<file path="config.mk">
export PLATFORM = sky130hd
export DESIGN_NAME = cfg_stream_serializer
export DESIGN_NICKNAME = d
export VERILOG_FILES = /design/src/rtl/cfg_ser_pkg.sv /design/src/rtl/cfg_hdr_detect.sv /design/src/rtl/cfg_bit_counter.sv /design/src/rtl/cfg_shift_core.sv /design/src/rtl/cfg_stream_serializer.sv
export SDC_FILE = /design/constraint.sdc
export NUM_CORES = 1
export LEC_CHECK = 0
export ABC_AREA = 1
export BUFFER_PORTS_ARGS = -buffer_cell sky130_fd_sc_hd__buf_4
export CAP_MARGIN = 20
export CORE_UTILIZATION = 57
export CTS_CLUSTER_DIAMETER = 40
export DETAILED_ROUTE_END_ITERATION = 10
export GPL_TIMING_DRIVEN = 0
export PLACE_DENSITY = 0.77
export SLEW_MARGIN = 30
export SYNTH_ARGS = -nofsm -noshare
export SYNTH_HDL_FRONTEND = slang
export SYNTH_SLANG_ARGS = --single-unit
</file>
<file path="constraint.sdc">
create_clock -name clk -period 3 [get_ports clk]
set_input_delay 0.3 -clock clk [delete_from_list [all_inputs] [get_ports clk]]
set_output_delay 0.3 -clock clk [all_outputs]
set_load 0.01 [all_outputs]
</file>
<file path="src/rtl/cfg_ser_pkg.sv">
package cfg_ser_pkg;
  localparam int BYTE_W = 8;
  localparam int NB_W   = $clog2(BYTE_W + 1);
  localparam int IDX_W  = $clog2(BYTE_W);

  typedef enum logic [2:0] {H_WAIT, H_RUN, H_Z1, H_Z2, H_ONE, H_HIT} hdr_st_t;

  // Valid-bit count of the last byte; out-of-range values mean a full byte.
  function automatic logic [NB_W-1:0] eff_nbits(input logic [NB_W-1:0] n);
    return (n == '0 || n > NB_W'(BYTE_W)) ? NB_W'(BYTE_W) : n;
  endfunction

  // Force every bit at position n and above to one.
  function automatic logic [BYTE_W-1:0] pad_ones(input logic [BYTE_W-1:0] d,
                                                 input logic [NB_W-1:0] n);
    logic [2*BYTE_W-1:0] m;
    m = {{BYTE_W{1'b0}}, {BYTE_W{1'b1}}} << n;
    return d | m[BYTE_W-1:0];
  endfunction

  // Header tracker: at least one 1, then 0,0,1,0.
  function automatic hdr_st_t hdr_next(input hdr_st_t s, input logic b);
    case (s)
      H_WAIT:  return b ? H_RUN : H_WAIT;
      H_RUN:   return b ? H_RUN : H_Z1;
      H_Z1:    return b ? H_RUN : H_Z2;
      H_Z2:    return b ? H_ONE : H_WAIT;
      H_ONE:   return b ? H_RUN : H_HIT;
      default: return H_HIT;
    endcase
  endfunction
endpackage

</file>
<file path="src/rtl/cfg_hdr_detect.sv">
module cfg_hdr_detect
  import cfg_ser_pkg::*;
(
  input  logic clk,
  input  logic rst,
  input  logic bit_fire,
  input  logic bit_val,
  output logic seen
);
  hdr_st_t st_q;

  always_ff @(posedge clk) begin
    if (rst)           st_q <= H_WAIT;
    else if (bit_fire) st_q <= hdr_next(st_q, bit_val);
  end

  assign seen = (st_q == H_HIT);
endmodule

</file>
<file path="src/rtl/cfg_bit_counter.sv">
module cfg_bit_counter #(
  parameter int CNT_W = 24
) (
  input  logic             clk,
  input  logic             rst,
  input  logic             inc,
  output logic [CNT_W-1:0] count
);
  always_ff @(posedge clk) begin
    if (rst)      count <= '0;
    else if (inc) count <= count + CNT_W'(1);
  end
endmodule

</file>
<file path="src/rtl/cfg_shift_core.sv">
module cfg_shift_core
  import cfg_ser_pkg::*;
(
  input  logic              clk,
  input  logic              rst,
  input  logic              wr_stb,
  input  logic [BYTE_W-1:0] wr_data,
  input  logic              fin_stb,
  input  logic [NB_W-1:0]   fin_nbits,
  output logic              busy,
  output logic              sclk,
  output logic              sdata,
  output logic              overrun,
  output logic              bit_fire,
  output logic              bit_val,
  output logic              bit_is_data
);
  localparam logic [IDX_W-1:0] LAST_IDX = IDX_W'(BYTE_W - 1);

  logic              active_q, phase_q, trail_q, sclk_q, ovr_q;
  logic [IDX_W-1:0]  idx_q;
  logic [BYTE_W-1:0] sreg_q;
  logic [NB_W-1:0]   nvalid_q;

  logic              load_go, load_trail;
  logic [BYTE_W-1:0] load_byte;
  logic [NB_W-1:0]   load_n;

  always_comb begin
    load_go    = !active_q && (wr_stb || fin_stb);
    load_trail = fin_stb;
    load_n     = fin_stb ? eff_nbits(fin_nbits) : NB_W'(BYTE_W);
    load_byte  = fin_stb ? pad_ones(wr_data, load_n) : wr_data;
  end

  always_ff @(posedge clk) begin
    if (rst) begin
      active_q <= 1'b0;
      phase_q  <= 1'b0;
      trail_q  <= 1'b0;
      sclk_q   <= 1'b0;
      ovr_q    <= 1'b0;
      idx_q    <= '0;
      sreg_q   <= '1;
      nvalid_q <= '0;
    end else begin
      if (active_q && (wr_stb || fin_stb)) ovr_q <= 1'b1;
      if (!active_q) begin
        if (load_go) begin
          active_q <= 1'b1;
          phase_q  <= 1'b0;
          idx_q    <= '0;
          sreg_q   <= load_byte;
          nvalid_q <= load_n;
          trail_q  <= load_trail;
        end
      end else if (!phase_q) begin
        sclk_q  <= 1'b1;
        phase_q <= 1'b1;
      end else begin
        sclk_q  <= 1'b0;
        phase_q <= 1'b0;
        if (idx_q == LAST_IDX) begin
          sreg_q <= '1;
          idx_q  <= '0;
          if (trail_q) begin
            trail_q  <= 1'b0;
            nvalid_q <= '0;
          end else begin
            active_q <= 1'b0;
          end
        end else begin
          idx_q  <= idx_q + IDX_W'(1);
          sreg_q <= {1'b1, sreg_q[BYTE_W-1:1]};
        end
      end
    end
  end

  assign busy        = active_q;
  assign sclk        = sclk_q;
  assign sdata       = sreg_q[0];
  assign overrun     = ovr_q;
  assign bit_fire    = active_q && !phase_q;
  assign bit_val     = sreg_q[0];
  assign bit_is_data = ({1'b0, idx_q} < nvalid_q);
endmodule

</file>
<file path="src/rtl/cfg_stream_serializer.sv">
module cfg_stream_serializer
  import cfg_ser_pkg::*;
#(
  parameter int CNT_W = 24
) (
  input  logic             clk,
  input  logic             rst,
  input  logic             wr_stb,
  input  logic [7:0]       wr_data,
  input  logic             fin_stb,
  input  logic [3:0]       fin_nbits,
  output logic             busy,
  output logic             sclk,
  output logic             sdata,
  output logic             hdr_seen,
  output logic             overrun,
  output logic [CNT_W-1:0] bit_count
);
  logic bit_fire, bit_val, bit_is_data, count_inc;

  cfg_shift_core u_core (
    .clk(clk), .rst(rst), .wr_stb(wr_stb), .wr_data(wr_data),
    .fin_stb(fin_stb), .fin_nbits(fin_nbits), .busy(busy), .sclk(sclk),
    .sdata(sdata), .overrun(overrun), .bit_fire(bit_fire),
    .bit_val(bit_val), .bit_is_data(bit_is_data)
  );

  cfg_hdr_detect u_hdr (
    .clk(clk), .rst(rst), .bit_fire(bit_fire), .bit_val(bit_val),
    .seen(hdr_seen)
  );

  assign count_inc = bit_fire && bit_is_data;

  cfg_bit_counter #(.CNT_W(CNT_W)) u_cnt (
    .clk(clk), .rst(rst), .inc(count_inc), .count(bit_count)
  );
endmodule

</file>
==> results_dict.tcl <==
set metrics [dict create \
    cp_max_fo 10 \
    dp_hpwl_um 4330 \
    r2r_end "u_cnt.count[11]$_SDFFE_PP0P_" \
    hold_violations 0 \
    cts_root_buffer "clkbuf_8" \
    fin_crit_sh_pct 60.1 \
    seqCellArea_um2 941 \
    htreeDepth 2 \
    synth.largest_area_cell "dfxtp_1" \
    ctsHoldBuffers 0 \
    tightestPinTransition_ns 0.558 \
    die-area_um2 4590 \
    grt_remaining_overflow 0 \
    drc 0 \
    grt_usage_pct 27.2 \
    synth.area.top_cells "dfxtp_1 38%, nand2_1 16%, nor2_1 8.8%" \
    numPortBuffers 44 \
    avgSynthCellArea_um2 6.63 \
    antenna_found_initial 0 \
    hp-class "input port to flop" \
    num_antenna_cells 0 \
    drt_iter0_drc 172 \
    clk_latency_ns 0.31 \
    cts.path.max_buffers 2 \
    postCtsSetupRepairBufs 0 \
    cts_buffers 5 \
    synth.most_common_cell "nand2_1" \
    wirelength_um 5840 \
    fin_setup_tns_ns 0 \
    nFillCells 358 \
    ios 45 \
    fin_crit_ns 1.80 \
    cap_violations 0 \
    leakagePower_nw 1.22 \
    hold_start "wr_data[5]" \
    die_w_um 67.8 \
    via_count 2549 \
    wl_per_cell_um 12.3 \
    layout-drive-gt1-share_pct 17.5 \
    endpoint_kind "flop" \
    ys_warn_count 0 \
    die_h_um 67.8 \
    drt.antenna.violating_nets 0 \
    status "finished clean" \
    synth_nets 393 \
    place_congestion 0.857 \
    path_clk_slew_ns 0.10 \
    finClkSkew_ns 0.00805 \
    via_per_inst 5.38 \
    start_util_pct 60.3 \
    synthToLayoutAreaGrowth_pct 20.6 \
    grt_pass1_wl_um 9350 \
    critical_path_class "flop to flop" \
    core-area_um2 4090 \
    start_kind "flop" \
    final_nets 444 \
    cts.repair.resized 0 \
    synth_ff_type "dfxtp_1" \
    drt_first_pass_iters 4 \
    synth_cell_type_count 33 \
    max_freq_mhz 554 \
    setup_viol 0 \
    grt_pass1_vias 2188 \
    rr_worst_depth 10 \
    critical_path_required_ns 3.18 \
    synth_top_area_share_pct 38.2 \
    r2r_setup_slack_ns 1.20 \
    cts_tree "built" \
    slew_headroom_pct 62.8 \
    synthTopCellsByCount "106 x nand2_1, 58 x nor2_1, 47 x dfxtp_1" \
    grt_max_degree 17 \
    drv_slew 0 \
    whs_path_depth 3 \
    rsz0062_at_grt "false" \
    r2r_start "u_core.nvalid_q[2]$_SDFFE_PP0P_" \
    synth_edf_count 0 \
    synthArstFlopShare_pct 0 \
    multi_input_area_um2 1350 \
    total_power_mw 1.32 \
    worstHoldEndpoint "u_core.sreg_q[5]$_SDFFE_PP1P_" \
    power_density_nw_per_um2 443 \
    clock-sinks 47 \
    synth_cells 372 \
    core.rowCount 23 \
    cp.arrival_ns 1.98 \
    vdd_ir_drop_max_uv 326 \
    synthesis.area_um2 2470 \
    ys_ff_latch 47 \
    ys_seq_area_share_pct 38.2 \
]
placed cells by master, fill, tap and decap left out:
cell type / synthesis / final
clkbuf_8: 0 / 5
nor2_4: 2 / 2
buf_2: 5 / 5
inv_2: 3 / 3
o31ai_1: 2 / 2
xnor2_1: 2 / 2
nand2_1: 106 / 106
dfxtp_1: 47 / 47
nand4_1: 1 / 1
nand3_2: 2 / 2
nor4_1: 2 / 2
clkinv_1: 2 / 2
inv_1: 29 / 29
xor2_1: 5 / 5
or2_2: 2 / 2
a41oi_1: 2 / 2
clkbuf_1: 4 / 4
o21ai_0: 14 / 14
a31oi_1: 1 / 1
nor3_1: 6 / 6
a21oi_2: 1 / 1
nor2_2: 3 / 3
inv_6: 0 / 1
o211ai_2: 1 / 1
a21oi_1: 35 / 35
nand3_1: 24 / 24
bufinv_16: 0 / 1
o221ai_1: 1 / 1
nor3_4: 1 / 1
nor2_1: 58 / 58
clkinv_4: 0 / 1
buf_4: 1 / 45
ha_1: 5 / 5
o211ai_1: 2 / 2
nand2_2: 1 / 1
a211o_1: 1 / 1
nor3b_1: 1 / 1
worst max-delay path by stage:
| stage | slack (ns) | startpoint | end |
|---|---|---|---|
| after CTS | 1.21 | u_core.nvalid_q[2]$_SDFFE_PP0P_ | u_cnt.count[11]$_SDFFE_PP0P_ |
| after global placement | 1.27 | u_cnt.count[0]$_SDFFE_PP0P_ | u_cnt.count[20]$_SDFFE_PP0P_ |
| after detailed placement | 1.24 | u_core.nvalid_q[2]$_SDFFE_PP0P_ | u_cnt.count[11]$_SDFFE_PP0P_ |
| final | 1.20 | u_core.nvalid_q[2]$_SDFFE_PP0P_ | u_cnt.count[11]$_SDFFE_PP0P_ |
| after floorplan | 1.44 | u_cnt.count[0]$_SDFFE_PP0P_ | u_cnt.count[22]$_SDFFE_PP0P_ |
| after global routing | 1.06 | u_core.nvalid_q[2]$_SDFFE_PP0P_ | u_cnt.count[17]$_SDFFE_PP0P_ |
stage by stage:
step                      setup WS [ns]  hold slack, ns  instance area (µm²)  instances  util, %
after floorplan                    1.44           0.425                 2470        372        -
after CTS                          1.21           0.210                 2980        474     72.8
after global routing               1.06           0.196                 2980        474     72.8
after detailed placement           1.24           0.452                 2860        466     70.0
final                              1.20           0.206                 2980        474     72.8
after global placement             1.27           0.450                 2860        466     70.0
critical path, cell delays in order, from the launching register on:
cell and delay [ns]:
dfxtp_1 0.35, inv_1 0.05, ha_1 0.26, inv_1 0.03, nor2_1 0.08, nand2_1 0.07
nand3_1 0.08, clkinv_1 0.30, buf_2 0.31, nand2_1 0.08, a21oi_1 0.05
kinds of logic after synthesis:
group	Yosys count	share of synthesized area [%]
compound gates	60	13.7
xor+xnor	7	2.49
fa+ha+maj	5	2.54
buf+inv	44	7.10
flops	47	38.2
simple gates	209	36.0
cell type report:
type | count | share of cell area, %
clock inverters | 3 | 1.60
plain buffers | 10 | 1.60
multi-input cells | 281 | 45.4
clock buffers | 5 | 2.31
flip-flops and latches | 47 | 31.6
inverters | 34 | 4.29
well taps | 50 | 2.10
repair buffers | 44 | 11.1
sequential cells by signal, summed over array words and instances, names as in the netlist:
signal	cells
u_cnt.count	24
u_core.sreg_q	8
u_core.nvalid_q	4
u_core.idx_q	3
u_hdr.st_q	3
u_core.busy	1
u_core.overrun	1
u_core.phase_q	1
u_core.sclk	1
u_core.trail_q	1
per-layer routing:
layer / wire (µm) / global-route usage (%) / up-vias
met5: 0 / 0 / -
met4: 70 / 6.77 / 0
li1: - / - / 1308
met1: 2510 / 30.7 / 1175
met3: 244 / 6.93 / 7
met2: 3020 / 50.1 / 59
power breakdown:
group | internal [mW] | total [mW] | leakage (nW) | switching (mW)
registers | 0.648 | 0.668 | 0.383 | 0.0198
clock network | 0.253 | 0.493 | 0.0587 | 0.240
logic | 0.0605 | 0.158 | 0.783 | 0.0974
No activity file was read; power rests on OpenSTA's default activity.
